## src/rtl/rcs_pkg.sv

```systemverilog
// Package: shared widths and flag positions for the reset cause recorder.
// Assumes: flag order is fixed because firmware decodes bit positions.
package rcs_pkg;
    localparam int NFLAG    = 4;
    localparam int BUS_W    = 32;
    localparam int NSRC     = 3;
    localparam int F_POR    = 0;
    localparam int F_EXT    = 1;
    localparam int F_WDT    = 2;
    localparam int F_BOD    = 3;
    // source lanes inside the event front end
    localparam int S_EXT    = 0;
    localparam int S_WDT    = 1;
    localparam int S_BOD    = 2;
    // which lanes fire on a falling edge (brown-out recovery)
    localparam logic [NSRC-1:0] FALL_MAP = 3'b100;
endpackage

```

## src/rtl/rcs_sync.sv

```systemverilog
// Module: rcs_sync
// Purpose: multi-flop synchroniser followed by a one-cycle edge detector.
// Assumes: STAGES >= 2; por_n is a synchronous active-low clear that
// empties the chain, so a level still high after release reads as an edge.
module rcs_sync #(
    parameter int STAGES = 2,
    parameter bit FALL   = 1'b0
) (
    input  logic clk,
    input  logic por_n,
    input  logic din,
    output logic evt
);
    logic [STAGES-1:0] chain;
    logic              hist;
    logic              synced;

    assign synced = chain[STAGES-1];

    // Shift the asynchronous input through the chain and keep one cycle of history.
    always_ff @(posedge clk) begin
        if (!por_n) begin
            chain <= '0;
            hist  <= 1'b0;
        end else begin
            chain <= {chain[STAGES-2:0], din};
            hist  <= synced;
        end
    end

    // Pick the edge polarity this lane reports.
    generate
        if (FALL) begin : g_fall
            assign evt = hist & ~synced;
        end else begin : g_rise
            assign evt = synced & ~hist;
        end
    endgenerate

    // One event per transition: a held level never produces back-to-back pulses.
    assert_single_pulse_R10: assert property (@(posedge clk) disable iff (!por_n)
        evt |=> !evt);
endmodule

```

## src/rtl/rcs_events.sv

```systemverilog
// Module: rcs_events
// Purpose: synchronises the three asynchronous reset sources and turns them
// into single-cycle events; qualifies the watchdog event with its enable.
// Assumes: wdt_rst_en is already in the clk domain.
module rcs_events
    import rcs_pkg::*;
#(
    parameter int STAGES = 2
) (
    input  logic clk,
    input  logic por_n,
    input  logic ext_rst_in,
    input  logic wdt_expire,
    input  logic wdt_rst_en,
    input  logic bod_low,
    output logic ev_ext,
    output logic ev_wdt,
    output logic ev_bod
);
    logic [NSRC-1:0] raw;
    logic [NSRC-1:0] evt;

    assign raw[S_EXT] = ext_rst_in;
    assign raw[S_WDT] = wdt_expire;
    assign raw[S_BOD] = bod_low;

    // One synchroniser lane per source; polarity chosen per lane.
    generate
        for (genvar g = 0; g < NSRC; g++) begin : g_lane
            rcs_sync #(
                .STAGES (STAGES),
                .FALL   (FALL_MAP[g])
            ) u_sync (
                .clk   (clk),
                .por_n (por_n),
                .din   (raw[g]),
                .evt   (evt[g])
            );
        end
    endgenerate

    assign ev_ext = evt[S_EXT];
    assign ev_wdt = evt[S_WDT] & wdt_rst_en;
    assign ev_bod = evt[S_BOD];

    // A disabled watchdog never produces a reset event.
    assert_wdt_gated_R5: assert property (@(posedge clk) disable iff (!por_n)
        !wdt_rst_en |-> !ev_wdt);
endmodule

```

## src/rtl/rcs_flags.sv

```systemverilog
// Module: rcs_flags
// Purpose: the four sticky cause flags with per-source set/clear rules and
// write-one-to-clear from software; hardware set beats software clear.
// Assumes: events are single-cycle pulses in the clk domain.
module rcs_flags
    import rcs_pkg::*;
(
    input  logic             clk,
    input  logic             por_n,
    input  logic             ev_ext,
    input  logic             ev_wdt,
    input  logic             ev_bod,
    input  logic             wr_en,
    input  logic [NFLAG-1:0] wr_mask,
    output logic [NFLAG-1:0] flags
);
    logic [NFLAG-1:0] hw_set;
    logic [NFLAG-1:0] hw_clr;
    logic [NFLAG-1:0] sw_clr;
    logic [NFLAG-1:0] flags_nxt;

    // Decode which flags each event sets and which it knocks down.
    always_comb begin
        hw_set        = '0;
        hw_clr        = '0;
        hw_set[F_EXT] = ev_ext;
        hw_set[F_WDT] = ev_wdt;
        hw_set[F_BOD] = ev_bod;
        hw_clr[F_WDT] = ev_ext | ev_bod;
        sw_clr        = wr_en ? wr_mask : '0;
    end

    // Clears first, sets last, so a set in the same cycle wins.
    assign flags_nxt = (flags & ~hw_clr & ~sw_clr) | hw_set;

    // Flag storage; only power-on reset initialises it.
    always_ff @(posedge clk) begin
        if (!por_n) begin
            flags <= NFLAG'(1) << F_POR;
        end else begin
            flags <= flags_nxt;
        end
    end

    // Power-on flag never comes back without a power-on reset.
    assert_por_only_R2: assert property (@(posedge clk) disable iff (!por_n)
        !flags[F_POR] |=> !flags[F_POR]);

    // External event clears the watchdog flag unless a watchdog set coincides.
    assert_ext_clears_wdt_R3: assert property (@(posedge clk) disable iff (!por_n)
        (ev_ext && !ev_wdt) |=> !flags[F_WDT]);

    // External event leaves the brown-out flag alone.
    assert_ext_keeps_bod_R3: assert property (@(posedge clk) disable iff (!por_n)
        (ev_ext && !ev_bod && !(wr_en && wr_mask[F_BOD])) |=> (flags[F_BOD] == $past(flags[F_BOD])));

    // Recovery clears the watchdog flag and keeps the external flag.
    assert_bod_rules_R6: assert property (@(posedge clk) disable iff (!por_n)
        (ev_bod && !ev_wdt && !ev_ext && !wr_en) |=> (!flags[F_WDT] && flags[F_EXT] == $past(flags[F_EXT])));

    // With no event and no write the flags hold.
    assert_hold_idle_R8: assert property (@(posedge clk) disable iff (!por_n)
        (!wr_en && !ev_ext && !ev_wdt && !ev_bod) |=> $stable(flags));

    // Per-flag checks for the sourced bits.
    generate
        for (genvar b = 1; b < NFLAG; b++) begin : g_chk
            assert_set_wins_R9: assert property (@(posedge clk) disable iff (!por_n)
                hw_set[b] |=> flags[b]);
            assert_w1c_R8: assert property (@(posedge clk) disable iff (!por_n)
                (wr_en && wr_mask[b] && !hw_set[b]) |=> !flags[b]);
        end
    endgenerate
endmodule

```

## src/rtl/rst_cause_reg.sv

```systemverilog
// Module: rst_cause_reg (top)
// Purpose: reset cause recorder; synchronised event front end feeding the
// sticky flag register, read back zero-extended on a 32-bit word.
// Assumes: clk runs during power-on reset; por_n is synchronous active low.
module rst_cause_reg
    import rcs_pkg::*;
#(
    parameter int SYNC_STAGES = 2
) (
    input  logic               clk,
    input  logic               por_n,
    input  logic               ext_rst_in,
    input  logic               wdt_expire,
    input  logic               wdt_rst_en,
    input  logic               bod_low,
    input  logic               wr_en,
    input  logic [NFLAG-1:0]   wr_mask,
    output logic [BUS_W-1:0]   rd_data
);
    logic             ev_ext;
    logic             ev_wdt;
    logic             ev_bod;
    logic [NFLAG-1:0] flags;

    // Front end: synchronise and edge-detect the asynchronous sources.
    rcs_events #(
        .STAGES (SYNC_STAGES)
    ) u_events (
        .clk        (clk),
        .por_n      (por_n),
        .ext_rst_in (ext_rst_in),
        .wdt_expire (wdt_expire),
        .wdt_rst_en (wdt_rst_en),
        .bod_low    (bod_low),
        .ev_ext     (ev_ext),
        .ev_wdt     (ev_wdt),
        .ev_bod     (ev_bod)
    );

    // Sticky flag storage with set/clear rules.
    rcs_flags u_flags (
        .clk     (clk),
        .por_n   (por_n),
        .ev_ext  (ev_ext),
        .ev_wdt  (ev_wdt),
        .ev_bod  (ev_bod),
        .wr_en   (wr_en),
        .wr_mask (wr_mask),
        .flags   (flags)
    );

    // Read path: zero-extend the flags.
    assign rd_data = {{(BUS_W-NFLAG){1'b0}}, flags};

    // After a power-on reset cycle the read word shows only the power-on flag.
    assert_por_state_R1: assert property (@(posedge clk)
        !por_n |=> (rd_data == 32'h1));
endmodule

```

## config.mk

```make
export PLATFORM = sky130hd
export DESIGN_NAME = rst_cause_reg
export DESIGN_NICKNAME = d
export VERILOG_FILES = /design/src/rtl/rcs_pkg.sv /design/src/rtl/rcs_sync.sv /design/src/rtl/rcs_events.sv /design/src/rtl/rcs_flags.sv /design/src/rtl/rst_cause_reg.sv
export SDC_FILE = /design/constraint.sdc
export NUM_CORES = 1
export LEC_CHECK = 0
export BUFFER_PORTS_ARGS = -buffer_cell sky130_fd_sc_hd__clkbuf_2
export CAP_MARGIN = 0
export CORE_UTILIZATION = 43
export DETAILED_ROUTE_END_ITERATION = 7
export HOLD_SLACK_MARGIN = 0.05
export PLACE_DENSITY = 0.82
export RECOVER_POWER = 100
export SYNTH_ARGS = -nofsm -noshare
export SYNTH_HDL_FRONTEND = slang
export SYNTH_SLANG_ARGS = --single-unit
```

## constraint.sdc

```tcl
create_clock -name clk -period 1.4 [get_ports clk]
set_clock_uncertainty 0.2 [all_clocks]
set_input_delay 0.07 -clock clk [delete_from_list [all_inputs] [get_ports clk]]
set_output_delay 0.07 -clock clk [all_outputs]
set_load 0.005 [all_outputs]
```

==> results.md, run 1 <==
- The design area is 729 um2.
- The data required time at the worst endpoint is 1.36 ns.
- The source of the worst register-to-register timing path is u_events.g_lane[2].u_sync.hist.
- The compound-cell area share of the yosys netlist is 3.50%.
- The first global-routing pass estimated 1230 um of wire.
- The die extent in x is slightly above 40 um.
- The number of global-route vias before repair is around 320.
- Of the available clock period, the critical path in the final layout requires 87.4%.
- In this run the worst hold path is classified as flop to flop.
- The root buffer cell is sky130_fd_sc_hd__clkbuf_4.
- Measured against the total synthesized area, the mux share comes to 0%.
- In this run the cell area measured after placement is 616 um2.
- The wire length after detailed routing is between 800 and 900 um.
- During synthesis, Yosys emitted a total of 0 warnings.
- The type of the worst setup path is primary input to flop.
- Entering global routing, the biggest net connects 14 pins.
- The part of the Yosys area used for sequential elements is a little over 40%.
- The synthesized netlist devotes 0% of its cell area to adder and majority cells.
- In this run the power density over the cells is 949 nW/um2.
- Dividing the detail-routed wire length by the instance count gives 7.74 um.
- STA classifies the critical path startpoint as a primary input.
- In the final layout, flip-flops and latches occupy 260 um2.
- The hold violation total from the final report is 0.
- By area the synthesized netlist is led by sky130_fd_sc_hd__dfxtp_1, sky130_fd_sc_hd__buf_4, sky130_fd_sc_hd__and2_1.
- The worst path in the final design needs a cycle of approximately 1.2 ns, including I/O delays and setup.
- The tree built by TritonCTS fans out to 13 sinks.
- The y dimension of the die is around 40 um.
- 0 antenna diodes ended up in the layout.
- The total of fill cells in the finished design is 142.
- Relative to the synthesized area, the layout overhead comes to 13.4%.
- The post-synthesis average cell area is 9.60 um2.
- In the final layout, the multi-input gates occupy ~260 um2.
- The cell count after synthesis came out at 67.
- Once the clock tree was built, the setup fixing pass inserted 0 buffers.
- The floorplan step defined a core boundary enclosing 1350 um2.
- The initial cell density of the core is between 40% and 50%.
- STA puts the critical path data arrival time at about 1.2 ns.
- The total negative slack for setup checks is 0 ns.
- sky130_fd_sc_hd__buf_4 is the most common cell in the netlist.
- The clock tree from TritonCTS is built.
- The clock buffer count from CTS is 3.
- The wire-length estimate of the detail-placed layout is 585 um.
- The total congestion overflow is 0.
- In this run the most critical hold path is launched from u_events.g_lane[2].u_sync.chain[0].
- The share of synthesized registers carrying an async set or reset is 0%.
- Setup repair after global routing left no endpoint under its margin.
- The area share of the largest cell type after synthesis is between 40% and 50%.
- The cell taking the most area after synthesis is sky130_fd_sc_hd__dfxtp_1.
- Counting along the longest clock path gives a buffer depth of 2.
- For this run, design rule violations remaining after detail routing come to 0.
- In this run the register-to-register setup slack is around 0.46 ns.
- In the routed layout, each cell is associated on average with a via count of 3.66.
- Post-CTS repair changed the size of 0 cells.
- Setup violations remaining at the end of the flow were counted as 0.
- Cells with a size suffix above 1 make up 18.3% of the layout.
- The clock reaches the later pin of the worst-skew pair after around 0.27 ns.
- In the final design database the tool counted 105 nets.
- The number of nets with antenna violations after detailed routing is 0.
- The total iterations of the first detailed-routing run is 2.
- After clock tree synthesis, the clock-pin slew on the worst setup and hold paths is 0.07 ns.
- The detailed-route via count is 395.
- Summing the areas of all xor and xnor instances in the mapped netlist gives 0% of the synthesized area.
- During I/O placement, the number of pins put on the boundary was 43.
- The synthesized cell area is 643 um2.
- The die covers approximately 1700 um2.
- The overall fraction of global-route tracks in use is roughly an eighth.
- The maximum level of the CTS H-tree is 1.
- In the synthesized netlist the dominant register cell turns out to be sky130_fd_sc_hd__dfxtp_1.
- The analysis attributes to cell leakage a power of 0.359 nW.
- The number of antenna violations at the first check in global routing came to 0.
- STA classifies the critical path endpoint as a flop.
- The peak ir drop on the vdd network is 0.000471 V.
- In this run, synthesis produced a sequential element count of 13.
- The site row count is 13.
- The synthesized netlist devotes 21.6% of its cell area to simple gates.
- The number of flops mapped to enable cells by yosys is 0.
- The count of final max-slew check failures is 0.
- The iteration-0 DRC count of the detailed router is 3.
- The most critical setup path has its startpoint at por_n.
- The count of maximum capacitance violations is 0.
- The count of input and output buffers is 14.
- The flow ran to the end, and the final reports show no timing, DRC or antenna violations.
- For this run, the top clock speed supported by timing is between 800 and 900 MHz.
- The congestion estimate from routability-driven global placement came to 0.648.
- Along the worst path, the maximum fanout reaches 13.
- By area, the combinational part of the netlist is dominated by buffers and inverters.
- By count the netlist is led by sky130_fd_sc_hd__buf_4, sky130_fd_sc_hd__dfxtp_1, sky130_fd_sc_hd__and2_1, sky130_fd_sc_hd__nand2_1.
- Counting distinct cell types in the post-synthesis netlist gives 13.
## metrics by stage
step           setup slack (ns)  power [W]  util [%]  hold WS [ns]  cells
6_report                  0.176   0.000692      54.0         0.236    108
3_5_place_dp              0.481   0.000461      45.6        0.0815     94
2_1_floorplan             0.523   0.000495         -      -0.00271     94
3_3_place_gp              0.505   0.000460      45.6        0.0774     94
4_1_cts                   0.238   0.000705      55.0         0.237    108
5_1_grt                   0.160   0.000739      54.0         0.247    108
## flip-flops by register name (all words and copies together) (netlist names)
register                      flops
u_events.g_lane.u_sync.chain      6
u_flags.flags                     4
u_events.g_lane.u_sync.hist       3
## worst max-delay path, cell delays in order
cell                            delay (ns)
sky130_fd_sc_hd__dlygate4sd3_1        0.54
sky130_fd_sc_hd__clkbuf_2             0.18
sky130_fd_sc_hd__and2_0               0.23
sky130_fd_sc_hd__nand3b_2             0.10
sky130_fd_sc_hd__o31ai_1              0.07
## area by class of cell
class / count / share of cell area, %
Clock buffer: 4 / 3.60
Tap cell: 15 / 2.57
Timing Repair Buffer: 24 / 22.6
Sequential cell: 13 / 35.7
Multi-Input combinational cell: 52 / 35.5
## cells by family (layout without fill, tap and decap cells)
logic type / count (synthesis) / in the layout
flip-flops: 13 / 13
other: 1 / 28
buffers and inverters: 29 / 28
AO/OA/AOI/OAI: 3 / 3
AND/OR/NAND/NOR: 21 / 21
## report_power, final
group | internal [W] | switching [W] | total (W)
logic | 0.0000421 | 0.0000394 | 0.0000815
registers | 0.000385 | 0.00000587 | 0.000391
clock network | 0.000110 | 0.000110 | 0.000220
total | 0.000537 | 0.000155 | 0.000692
## per-layer routing
layer	global-route usage [%]	vias to the layer above	routed length, um
met5	0	-	0
met4	10.0	0	17
met3	4.89	2	50
met2	19.8	22	432
met1	12.0	171	336
li1	-	200	-
## what timing repair did
action                                  CTS  global route
hold buffers                             10             0
endpoints found under the setup margin    0             0
hold endpoints to repair                 13             0
## cells in the final DEF, fill, tap and decap left out, drive strengths merged
cell,count
clkbuf,18
conb,28
and2,9
a21oi,2
nand3,1
dfxtp,13
dlygate4sd3,10
nand3b,1
nand2,6
o31ai,1
nor2b,4
## final timing paths
kind / end / cells past startpoint
max: u_flags.flags[2] / 5
min: u_events.g_lane[2].u_sync.chain[1] / 1
max reg2reg: u_flags.flags[2] / 2
min reg2reg: u_events.g_lane[2].u_sync.chain[1] / 1
No activity file was read; power rests on OpenSTA's default activity.
==> inputs of run 2 (changes only) <==
Settings changed: CORE_UTILIZATION 43 to 40, PLACE_DENSITY 0.82 to 0.77, SLEW_MARGIN set to 20.
Clock period 1.4 ns to 1.3 ns, I/O delays scaled along.
==> results.md, run 2 (synthesized netlist as in run 1, its figures left out) <==
- The run finished with clean final reports.
- The net switching power figure is 0.000180 W (+16%).
- The die extent in x came to 42.1 um (+3.5%).
- The overall fraction of global-route tracks in use came to 10.7% (-1.5 points).
- The flip-flop count of the largest register after layout came to 6 (unchanged).
- The design area came to 743 um2 (+1.9%).
- The total design power came to 0.000756 W (+9.2%).
- The number of gates resized after CTS was 0 (unchanged).
- Leaving out fill and tap cells, the most frequent cell in the layout is sky130_fd_sc_hd__conb_1.
- The delay of the slowest cell on the worst path came to 0.54 ns (about the same).
- The total congestion overflow is 0 (unchanged).
- The fraction of power consumed by the clock network is 32.4% (+0.6 points).
- The final critical-path required period is 1.18 ns.
- The site row count was 14 (+1).
- The hold-critical path depth is 1 (unchanged).
- The HPWL after detailed placement is 593 um (+1.5%).
- The iteration-0 DRC count of the detailed router is 1 (-2).
- The type of the worst setup path is primary input to flop.
- The number of setup violations in the final report is 0 (unchanged).
- The die area is 1770 um2 (+7.1%).
- The number of remaining DRC errors is 0 (unchanged).
- The number of nets with antenna violations after detailed routing is 0 (unchanged).
- Counting flops per register, the top entry is u_events.g_lane.u_sync.chain.
- The capturing element type of the critical path is a flop.
- The slowest stage cell on the critical path is sky130_fd_sc_hd__dlygate4sd3_1.
- The routed wirelength normalized by instance count is 8.01 um (+3.5%).
- The final critical path takes up 90.4% of the cycle.
- The wire length after detailed routing is 873 um (+4.4%).
- The fmax is 851 MHz.
- The worst-case clock buffer depth is 2 (unchanged).
- Setup repair after global routing left no endpoint under its margin.
- The post-CTS setup repair buffer count is 0 (unchanged).
- The total negative slack for setup checks is 0 ns (unchanged).
- The hold violation total from the final report is 0 (unchanged).
- The ratio of routed vias to standard cells is 3.61 (-1.4%).
- The signal on the critical path passes through dlygate4sd3_1 > clkbuf_2 > and2_4 > nand3b_2 > o31ai_2.
- The peak fanout along the critical path is 13 (unchanged).
- The initial cell density of the core is 42.7% (-4.9 points).
- The final net count came to 105 (unchanged).
- The CTS sink count is 13 (unchanged).
- The fraction of final layout cells with drive strength greater than 1 is 24.7% (+6.5 points).
- The count of input and output buffers came to 14 (unchanged).
- The power density over the cells is 1020 nW/um2 (+7.2%).
- STA classifies the critical path startpoint as a primary input.
- The logic depth of the worst register-to-register path is 2 (unchanged).
- The count of final max-slew check failures came to 0 (unchanged).
- The cell internal power dissipation is 0.000575 W (+7.1%).
- The clock insertion delay at the later pin of the skew report is 0.27 ns (about the same).
- The sequential group share of total power is 55.6% (-0.8 points).
- The final core utilization is 49.3% (-4.7 points).
- The arrival time of the worst setup path came to 1.15 ns (-0.03 ns).
- The peak ir drop on the vdd network is 0.000552 V (+17%).
- The maximum level of the CTS H-tree is 1 (unchanged).
- The clock tree from TritonCTS is built.
- The root buffer cell is sky130_fd_sc_hd__clkbuf_4.
- The y dimension of the die is 42.1 um (+3.5%).
- The min-delay analysis places its worst path in the category flop to flop.
- The global-route wire length before repair is 1370 um (+12%).
- The placer congestion estimate is 0.637 (-1.7%).
- The number of top-level pins is 43 (unchanged).
- The area added between synthesis and finish is 15.6%.
- Leaving out fill and tap cells, the most frequent cells in the layout are sky130_fd_sc_hd__conb_1, sky130_fd_sc_hd__clkbuf_2, sky130_fd_sc_hd__dfxtp_1.
- The number of antenna violations at the first check in global routing is 0 (unchanged).
- The largest registers in the layout are u_events.g_lane.u_sync.chain: 6 flops, u_flags.flags: 4 flops, u_events.g_lane.u_sync.hist: 3 flops.
- The placement-stage cell area is 617 um2 (+0.20%).
- The pin count of the biggest net entering global routing is 14 (unchanged).
- The clock buffer count from CTS is 3 (unchanged).
- The leakage power summed over all cells is 0.377 nW (+4.9%).
- The detailed-route via count is 393 (-0.51%).
- The area inside the core boundary is 1510 um2 (+12%).
- The number of antenna cells inserted is 0 (unchanged).
- The data required time at the worst endpoint was 1.27 ns (-0.09 ns).
- The total iterations of the first detailed-routing run is 2 (unchanged).
- The number of global-route vias before repair came to 355 (+10%).
- The switching share of power is 23.9% (+1.5 points).
- The clock-pin slew on the worst setup and hold paths is 0.08 ns (about the same).
- The combinational share of power is 12.0% (+0.2 points).
- The count of maximum capacitance violations is 0 (unchanged).
[run 2: cell types whose count changed in the layout (fill, tap and decap cells not counted), sizes merged]
| cell | previous run | this run |
|---|---|---|
| clkbuf | 18 | 17 |
| clkinv | 0 | 1 |
[run 2: layout make-up]
cell class / instances / area (um2)
repair buffers: 24 / 169
multi-input cells: 52 / 267
clock buffers: 3 / 22.5
fillers: 151 / 763
clock inverters: 1 / 5.00
well taps: 16 / 20.0
flip-flops and latches: 13 / 260
[run 2: timing repair]
action                                  in CTS  in global routing
endpoints found under the hold margin       13                  0
endpoints found under the setup margin       0                  0
hold buffers                                10                  0
[run 2: worst paths after layout]
check	slack [ns]	start	to
setup / recovery	0.12	por_n	u_flags.flags[2]
hold / removal	0.24	u_events.g_lane[0].u_sync.chain[0]	u_events.g_lane[0].u_sync.chain[1]
setup reg to reg	0.36	u_events.g_lane[2].u_sync.hist	u_flags.flags[2]
hold reg to reg	0.24	u_events.g_lane[0].u_sync.chain[0]	u_events.g_lane[0].u_sync.chain[1]
[run 2: worst max-delay path: cells and delay by family]
kind	cells	cell delay, ns
compound gates	1	0.07
buf+inv	2	0.73
simple gates	2	0.29
[run 2: stage by stage]
stage / hold WS [ns] / cells / setup slack [ns]
after floorplan: -0.00771 / 94 / 0.423
after global placement: 0.0699 / 95 / 0.401
after detailed placement: 0.0745 / 95 / 0.363
after CTS: 0.235 / 109 / 0.119
after global routing: 0.261 / 109 / 0.0867
final: 0.237 / 109 / 0.125
[run 2: power by group through the flow]
stage          Sequential [W]  Clock [W]  Combinational, W
6_report             0.000420   0.000245         0.0000905
5_1_grt              0.000423   0.000277          0.000102
4_1_cts              0.000420   0.000256         0.0000903
3_5_place_dp         0.000430          0         0.0000665
3_3_place_gp         0.000429          0         0.0000649
2_1_floorplan        0.000430          0          0.000104
[run 2: layer usage]
metal	vias to the layer above	track usage (%)	wire (um)
met5	-	0	0
met4	0	5.63	0
met3	0	3.88	66
met2	22	19.7	484
met1	169	10.2	322
li1	202	-	-
==> inputs of run 3 (changes only) <==
Settings changed: PLACE_DENSITY 0.77 to 0.74.
==> results.md, run 3 (synthesized netlist as in run 1, its figures left out) <==
- The flow ran to the end, and the final reports show no timing, DRC or antenna violations.
- The cell internal power dissipation is 0.000580 W (+0.79%).
- The post-CTS setup repair buffer count is 0 (unchanged).
- The final net count was 105 (unchanged).
- The path class of the lowest-slack min-delay path is flop to flop.
- The met2 layer usage reported by global route is 20.9% (+1.3 points).
- The count of input and output buffers was 14 (unchanged).
- Setup repair after global routing left no endpoint under its margin.
- The global-route wire length before repair is 1410 um (+3.0%).
- The number of nets with antenna violations after detailed routing was 0 (unchanged).
- The largest registers in the layout are u_events.g_lane.u_sync.chain: 6 flops, u_flags.flags: 4 flops, u_events.g_lane.u_sync.hist: 3 flops.
- The count of maximum capacitance violations is 0 (unchanged).
- The design area is 737 um2 (-0.84%).
- The slack of the worst reg-to-reg path is 0.33 ns (-0.03 ns).
- The die area is 1770 um2 (unchanged).
- The ratio of routed vias to standard cells is 3.71 (+2.8%).
- The area added between synthesis and finish is 14.6%.
- The logic depth of the worst register-to-register path is 2 (unchanged).
- The site row count is 14 (unchanged).
- The combinational share of power is 11.8% (-0.2 points).
- The capturing element type of the critical path is a flop.
- In the layout the commonest cells are sky130_fd_sc_hd__conb_1, sky130_fd_sc_hd__clkbuf_2, sky130_fd_sc_hd__dfxtp_1.
- The worst register-to-register path begins at u_events.g_lane[2].u_sync.chain[1].
- The power density over the cells is 1020 nW/um2 (+0.63%).
- The hold violation total from the final report is 0 (unchanged).
- The placement-stage cell area is 617 um2 (unchanged).
- The detailed-route via count is 404 (+2.8%).
- The number of setup violations in the final report is 0 (unchanged).
- The endpoint of the worst-slack reg-to-reg timing path is u_flags.flags[2].
- The switching share of power is 23.1% (-0.77 points).
- The peak fanout along the critical path is 13 (unchanged).
- The y dimension of the die was 42.1 um (unchanged).
- The final worst slack is 0.119 ns (-0.00524 ns).
- The origin of the worst min-delay path is u_events.g_lane[0].u_sync.chain[0].
- The fmax is 847 MHz (-0.44%).
- The wire length after detailed routing came to 904 um (+3.6%).
- The library cell used most frequently in the layout, excluding fill and tap cells, is sky130_fd_sc_hd__conb_1.
- The most flop-heavy register is u_events.g_lane.u_sync.chain.
- The tree is rooted in a sky130_fd_sc_hd__clkbuf_4.
- The number of gates resized after CTS is 0 (unchanged).
- TritonCTS built the clock tree.
- The CTS sink count is 13 (unchanged).
- The total negative slack for setup checks is 0 ns (unchanged).
- The total congestion overflow is 0 (unchanged).
- The worst-case clock buffer depth is 2 (unchanged).
- The worst hold endpoint is u_events.g_lane[0].u_sync.chain[1].
- The routed wirelength normalized by instance count is 8.29 um (+3.6%).
- The fraction of power consumed by the clock network was 32.4% (about the same).
- The most congested layer reported by global routing is met2.
- The placed instance count came to 95 (unchanged).
- The count of final max-slew check failures is 0 (unchanged).
- The number of antenna violations at the first check in global routing is 0 (unchanged).
- The final critical-path required period is 1.18 ns (+0.00524 ns).
- The HPWL after detailed placement was 621 um (+4.6%).
- The clock insertion delay at the later pin of the skew report is 0.27 ns (about the same).
- The post-place setup slack is 0.352 ns (-0.0117 ns).
- The number of antenna cells inserted is 0 (unchanged).
- The met1 track demand over resource in global routing is 10.5% (+0.33 points).
- The placer congestion estimate was 0.639 (+0.27%).
- The fraction of the cycle the final worst path needs is 90.8% (+0.40 points).
- The fraction of final layout cells with drive strength greater than 1 is 22.6% (-2.2 points).
- The sequential group share of total power is 55.8% (+0.2 points).
- The worst hold margin came to 0.243 ns (+0.00620 ns).
- The die extent in x was 42.1 um (unchanged).
- The area inside the core boundary was 1510 um2 (unchanged).
- The clock buffer count from CTS was 3 (unchanged).
- The leakage power summed over all cells is 0.371 nW (-1.5%).
- The pin count of the biggest net entering global routing is 14 (unchanged).
- The clock-pin slew on the worst setup and hold paths is 0.08 ns (about the same).
- The met3 demand-to-capacity share in global routing is 2.59% (-1.3 points).
- The data required time at the worst endpoint is 1.26 ns (about the same).
- The number of top-level pins is 43 (unchanged).
- The element type at the critical path start is a primary input.
- The peak ir drop on the vdd network was 0.000418 V (-24%).
- The arrival time of the worst setup path is 1.14 ns (about the same).
- The post-route non-filler standard cell count is 109 (unchanged).
- The type of the worst setup path is primary input to flop.
- The iteration-0 DRC count of the detailed router was 7 (+6).
- The overall fraction of global-route tracks in use is 10.9% (+0.20 points).
- The number of global-route vias before repair is 377 (+6.2%).
- The hold-fix buffer count after cts is 10 (unchanged).
- The total iterations of the first detailed-routing run is 2 (unchanged).
- The hold-critical path depth is 1 (unchanged).
- The flip-flop count of the largest register after layout is 6 (unchanged).
- The initial cell density of the core is 42.7% (unchanged).
- The number of remaining DRC errors came to 0 (unchanged).
- The maximum level of the CTS H-tree is 1 (unchanged).
- The net switching power figure was 0.000174 W (-3.4%).
-- run 3: area by class of cell --
| class | instances | area (um2) |
|---|---|---|
| fill | 160 | 769 |
| timing repair buffer | 24 | 169 |
| multi-input combinational | 52 | 262 |
| tap | 16 | 20.0 |
| clock buffer | 4 | 26.3 |
| sequential | 13 | 260 |
-- run 3: how the worst max path moves through the flow --
stage / from / to / slack (ns) / depth (start not counted)
2_1_floorplan: u_events.g_lane[2].u_sync.hist / u_flags.flags[2] / 0.42 / 2
6_report: por_n / u_flags.flags[2] / 0.12 / 5
5_1_grt: por_n / u_flags.flags[2] / 0.07 / 5
3_5_place_dp: u_events.g_lane[2].u_sync.chain[1] / u_flags.flags[2] / 0.35 / 2
3_3_place_gp: u_events.g_lane[2].u_sync.chain[1] / u_flags.flags[2] / 0.40 / 2
4_1_cts: por_n / u_flags.flags[2] / 0.12 / 5
-- run 3: per-stage QoR --
stage / utilization (%) / total power, W
4_1_cts: 49.3 / 0.000762
2_1_floorplan: - / 0.000533
3_3_place_gp: 40.9 / 0.000494
6_report: 48.9 / 0.000754
5_1_grt: 48.9 / 0.000795
3_5_place_dp: 40.9 / 0.000497
-- run 3: power by group through the flow --
| stage | logic (W) | clock network [W] | registers [W] |
|---|---|---|---|
| final | 0.0000893 | 0.000244 | 0.000421 |
| after global routing | 0.000102 | 0.000270 | 0.000423 |
| after CTS | 0.0000898 | 0.000251 | 0.000421 |
| after detailed placement | 0.0000662 | 0 | 0.000430 |
| after global placement | 0.0000649 | 0 | 0.000429 |
| after floorplan | 0.000104 | 0 | 0.000430 |
-- run 3: routing by layer --
layer  vias up  part of all wire, %  wire (um)
li1        201                    -          -
met1       180                   36        329
met2        23                   57        516
met3         0                  6.4         58
met4         0                    0          0
met5         -                    0          0
-- run 3: critical path, cell delays in order --
cell,delay (ns)
sky130_fd_sc_hd__dlygate4sd3_1,0.54
sky130_fd_sc_hd__clkbuf_2,0.19
sky130_fd_sc_hd__and2_4,0.20
sky130_fd_sc_hd__nand3b_2,0.07
sky130_fd_sc_hd__o31ai_1,0.07
